[src/rtl/lt_pkg.sv]
package lt_pkg;
    typedef struct packed {
        logic frame;
    } edge_state_t;

    typedef struct packed {
        logic running;
        logic term;
    } ctl_state_t;
endpackage

[src/rtl/lt_frame_edge.sv]
module lt_frame_edge
    import lt_pkg::*;
(
    input  logic clk,
    input  logic rst_n,
    input  logic frame_active,
    output logic frame_start
);
    edge_state_t st_d, st_q;

    always_comb begin
        st_d        = st_q;
        st_d.frame  = frame_active;
        frame_start = frame_active & ~st_q.frame;
    end

    always_ff @(posedge clk or negedge rst_n) begin
        if (!rst_n) st_q <= '0;
        else        st_q <= st_d;
    end
endmodule

[src/rtl/lt_countdown.sv]
module lt_countdown #(
    parameter int CNT_W = 8
) (
    input  logic             clk,
    input  logic             rst_n,
    input  logic             load,
    input  logic [CNT_W-1:0] load_val,
    output logic [CNT_W-1:0] count,
    output logic             zero
);
    localparam logic [CNT_W-1:0] ONE = {{(CNT_W-1){1'b0}}, 1'b1};

    logic [CNT_W-1:0] cnt_d, cnt_q;

    always_comb begin
        cnt_d = cnt_q;
        if (load)               cnt_d = load_val;
        else if (cnt_q != '0)   cnt_d = cnt_q - ONE;
        zero  = (cnt_q == '0);
        count = cnt_q;
    end

    always_ff @(posedge clk or negedge rst_n) begin
        if (!rst_n) cnt_q <= '0;
        else        cnt_q <= cnt_d;
    end
endmodule

[src/rtl/lt_term_ctl.sv]
module lt_term_ctl
    import lt_pkg::*;
(
    input  logic clk,
    input  logic rst_n,
    input  logic frame_start,
    input  logic frame_active,
    input  logic xfer_done,
    input  logic grant,
    input  logic cnt_zero,
    output logic term_req
);
    ctl_state_t st_d, st_q;

    always_comb begin
        st_d         = st_q;
        st_d.running = frame_active & ~xfer_done & (frame_start | st_q.running);
        if (!frame_active)
            st_d.term = 1'b0;
        else if (!st_q.term)
            st_d.term = st_q.running & cnt_zero & ~grant & ~xfer_done;
        term_req = st_q.term;
    end

    always_ff @(posedge clk or negedge rst_n) begin
        if (!rst_n) st_q <= '0;
        else        st_q <= st_d;
    end
endmodule

[src/rtl/bm_latency_timer.sv]
module bm_latency_timer #(
    parameter int CNT_W = 8
) (
    input  logic             clk,
    input  logic             rst_n,
    input  logic [CNT_W-1:0] lat_value,
    input  logic             frame_active,
    input  logic             xfer_done,
    input  logic             grant,
    output logic             term_req
);
    logic             frame_start;
    logic [CNT_W-1:0] cnt_q;
    logic             cnt_zero;

    lt_frame_edge u_edge (
        .clk          (clk),
        .rst_n        (rst_n),
        .frame_active (frame_active),
        .frame_start  (frame_start)
    );

    lt_countdown #(.CNT_W(CNT_W)) u_cnt (
        .clk      (clk),
        .rst_n    (rst_n),
        .load     (frame_start),
        .load_val (lat_value),
        .count    (cnt_q),
        .zero     (cnt_zero)
    );

    lt_term_ctl u_ctl (
        .clk          (clk),
        .rst_n        (rst_n),
        .frame_start  (frame_start),
        .frame_active (frame_active),
        .xfer_done    (xfer_done),
        .grant        (grant),
        .cnt_zero     (cnt_zero),
        .term_req     (term_req)
    );
endmodule

[config.mk]
export PLATFORM = sky130hd
export DESIGN_NAME = bm_latency_timer
export DESIGN_NICKNAME = d
export VERILOG_FILES = /design/src/rtl/lt_pkg.sv /design/src/rtl/lt_frame_edge.sv /design/src/rtl/lt_countdown.sv /design/src/rtl/lt_term_ctl.sv /design/src/rtl/bm_latency_timer.sv
export SDC_FILE = /design/constraint.sdc
export NUM_CORES = 1
export LEC_CHECK = 0
export BUFFER_PORTS_ARGS = -buffer_cell sky130_fd_sc_hd__clkbuf_2
export CORE_AREA = 2 2 39 41
export DETAILED_ROUTE_END_ITERATION = 10
export DIE_AREA = 0 0 41 43
export PLACE_DENSITY = 0.74
export SLEW_MARGIN = 20
export SYNTH_ARGS = -nofsm -noshare
export SYNTH_HDL_FRONTEND = slang
export SYNTH_SLANG_ARGS = --single-unit
[constraint.sdc]
create_clock -name clk -period 2 [get_ports clk]
set_input_delay 0.1 -clock clk [delete_from_list [all_inputs] [get_ports clk]]
set_output_delay 0.1 -clock clk [all_outputs]
set_load 0.02 [all_outputs]
==> results.json <==
{
  "grt-ovfl-total": 0,
  "p_seq_share_pct": 51.2,
  "yosysUniqueCellTypes": 26,
  "drtIter0Drc": 12,
  "power_leakage_nw": 0.335,
  "finalCritPeriodShare_pct": 81.3,
  "drc": 0,
  "ir_worst_vdd_mv": 0.511,
  "hpwl_um": 937,
  "r2r_start": "u_cnt.count[0]",
  "clk_path_buf_depth": 2,
  "vias": 505,
  "cts_resized": 0,
  "dieArea_mm2": 0.00176,
  "cp.arrival_ns": 1.81,
  "drt-wirelength-per-cell_um": 12.2,
  "fin_nets": 99,
  "slowest_stage": "dfrtp_1",
  "grt_util_all_layers_pct": 17.4,
  "fp.coreArea_mm2": 0.00138,
  "worst_pin_slew_ns": 0.367,
  "p_comb_share_pct": 26.1,
  "top_level_ports": 14,
  "clk_pin_slew_ns": 0.07,
  "chipHeight_um": 43,
  "wirelength_mm": 1.21,
  "power.share.clock_pct": 22.7,
  "yosys_warnings": 0,
  "worst_hold_path_type": "input pin to flop",
  "switchingPower_mw": 0.232,
  "area_growth_pct": 17.7,
  "setup_tns_ns": 0,
  "port_buffers": 13,
  "drive_gt1_share_pct": 24.1,
  "swShare_pct": 34.6,
  "cp_slowest_stage_delay_ns": 0.42,
  "crit_buf_inv": 1,
  "power.density_mw_per_mm2": 901,
  "crit_type": "flop to flop",
  "critPathLaunchType": "flop",
  "cap_violations": 0,
  "cts.sinks": 11,
  "crit_family": "simple AND/OR/NAND/NOR gates",
  "avgSynthCellArea_um2": 9.70,
  "gp_congestion": 0.761,
  "crit_fanout": 7,
  "hold_violations": 0,
  "post-cts-setup-buffer-count": 0,
  "fp-row-count": 14,
  "endpoint_kind": "flop",
  "p_int_mw": 0.437,
  "max_freq_ghz": 0.615,
  "synth-seq-area-share_pct": 43.7,
  "r2r_cells": 6,
  "final_cell_area_um2": 742,
  "status": "completed",
  "whs_endpoint": "u_ctl.st_q[1]",
  "insertion_delay_ns": 0.26,
  "period_needed_ns": 1.63,
  "slew_viol_final": 0,
  "cp.required_ns": 2.18,
  "cts_buffers": 3,
  "antenna_found_initial": 0,
  "dpl_cell_area_um2": 696,
  "ys_seq_elements": 11,
  "syn-num-nets": 80,
  "timing.hold.ws_ns": 0.0181,
  "grt_max_degree": 12,
  "start_util_pct": 45.6,
  "cts_max_level": 1,
  "rsz0062_at_grt": "no",
  "min_from": "xfer_done",
  "synth_area_um2": 631,
  "antenna_cells": 0,
  "max_slew_margin_pct": 75.5,
  "r2r_setup_slack_ns": 0.37,
  "postRouteAntennaNets": 0,
  "setup_viol_count_final": 0,
  "finalCoreUtilization_pct": 53.6,
  "rr_endpoint": "u_cnt.count[1]",
  "grt_pass1_wl_mm": 2.07,
  "crit_chain": "inv_1 -> ha_1 -> nor3b_1 -> nand2_2 -> and3_1 -> nor3_1",
  "die_w_um": 41,
  "first_global_vias": 496,
  "drtPass1Iterations": 4,
  "via_per_inst": 5.10,
  "syn_inst": 65,
  "cts_tree": "done",
  "finClkSkew_ns": 0.000556,
  "cts-root-buf": "clkbuf_4",
  "worst_hold_path.num_cells": 2
}
[final cells by class]
class	count	area, um^2
fillers	125	642
repair buffers	15	85.1
flip-flops and latches	11	275
multi-input cells	50	324
inverters	3	11.3
clock buffers	4	26.3
well taps	16	20.0
[synthesized netlist by cell type]
| cell type | number | area [um^2] |
|---|---|---|
| xnor2_1 | 2 | 17.5 |
| dfrtp_1 | 11 | 275 |
| nor3b_1 | 2 | 15.0 |
| mux2i_1 | 2 | 20.0 |
| buf_12 | 1 | 20.0 |
| o21ai_1 | 2 | 10.0 |
| a2111oi_2 | 1 | 15.0 |
| o21a_1 | 1 | 7.51 |
| nand3b_1 | 1 | 7.51 |
| inv_1 | 3 | 11.3 |
| nor4b_2 | 1 | 15.0 |
| nor4_4 | 1 | 21.3 |
| ha_1 | 2 | 25.0 |
| o31ai_1 | 1 | 7.51 |
| a31oi_1 | 1 | 6.26 |
| nor2b_1 | 2 | 12.5 |
| nand2b_1 | 1 | 6.26 |
| a21oi_1 | 6 | 30.0 |
| and3_1 | 1 | 6.26 |
| nand2_2 | 1 | 6.26 |
| or3_1 | 1 | 6.26 |
| and2b_1 | 1 | 7.51 |
| nor2_1 | 11 | 41.3 |
| nor3_1 | 3 | 15.0 |
| nand2_1 | 4 | 15.0 |
| nand3_1 | 2 | 10.0 |
[placed cells by master (no fill, tap or decap), drive strengths merged, types with 2 or more instances in the layout]
cell	Yosys	final
clkbuf	0	17
nor2	11	11
dfrtp	11	11
a21oi	6	6
nand2	5	5
inv	3	3
nor3	3	3
nor2b	2	2
nor3b	2	2
nand3	2	2
mux2i	2	2
o21ai	2	2
xnor2	2	2
ha	2	2
dlygate4sd3	0	2
[power by group through the flow]
stage,registers [mW],logic [mW],clock network (mW)
floorplan,0.332,0.136,0
global placement,0.344,0.167,0
detailed placement,0.346,0.174,0
CTS,0.342,0.177,0.158
global route,0.352,0.202,0.169
finish,0.342,0.174,0.152
[through the flow]
step                cells  power, mW  setup WS, ns
floorplan              65      0.468         0.533
global placement       93      0.511         0.455
detailed placement     93      0.520         0.386
CTS                    99      0.677         0.387
global route           99      0.723         0.249
finish                 99      0.669         0.375
[worst reg2reg max path, stage by stage, from the launching register on]
cell and delay [ns]:
dfrtp_1 0.42, inv_1 0.10, ha_1 0.16, nor3b_1 0.32
nand2_2 0.19, and3_1 0.21, nor3_1 0.16
[per-layer routing]
metal | vias up | wire [um] | global-route usage, %
li1 | 264 | - | -
met1 | 230 | 551 | 21.6
met2 | 9 | 595 | 27.8
met3 | 2 | 46 | 3.14
met4 | 0 | 17 | 8.00
met5 | - | 0 | 0
[logic make-up after synthesis]
logic type | count (synthesis) | share of synthesized area [%]
AND/OR/NAND/NOR | 32 | 29.4
AO/OA/AOI/OAI | 12 | 12.1
flip-flops | 11 | 43.7
buffers and inverters | 4 | 4.96
XOR/XNOR | 2 | 2.78
multiplexers | 2 | 3.17
adder cells (fa/ha/maj) | 2 | 3.97
[flip-flops by register name, indices dropped and copies added, names as in the netlist]
name and flops:
u_cnt.count 8, u_ctl.st_q 1, u_edge.st_q 1, u_ctl.term_req 1
[timing repair]
item                                    in CTS  in global routing
endpoints found under the setup margin       0                  0
hold endpoints to repair                    12                  0
hold buffers                                 2                  0
[how the worst max path moves through the flow]
| stage | startpoint | endpoint | slack [ns] | cells past startpoint |
|---|---|---|---|---|
| 2_1_floorplan | u_cnt.count[0] | u_cnt.count[4] | 0.53 | 6 |
| 3_3_place_gp | u_cnt.count[0] | u_cnt.count[4] | 0.45 | 6 |
| 3_5_place_dp | u_cnt.count[0] | u_cnt.count[1] | 0.39 | 6 |
| 4_1_cts | u_cnt.count[0] | u_cnt.count[4] | 0.39 | 6 |
| 5_1_grt | u_cnt.count[0] | u_ctl.term_req | 0.25 | 6 |
| 6_report | u_cnt.count[0] | u_cnt.count[1] | 0.37 | 6 |
(Power assumes the default switching activity.)
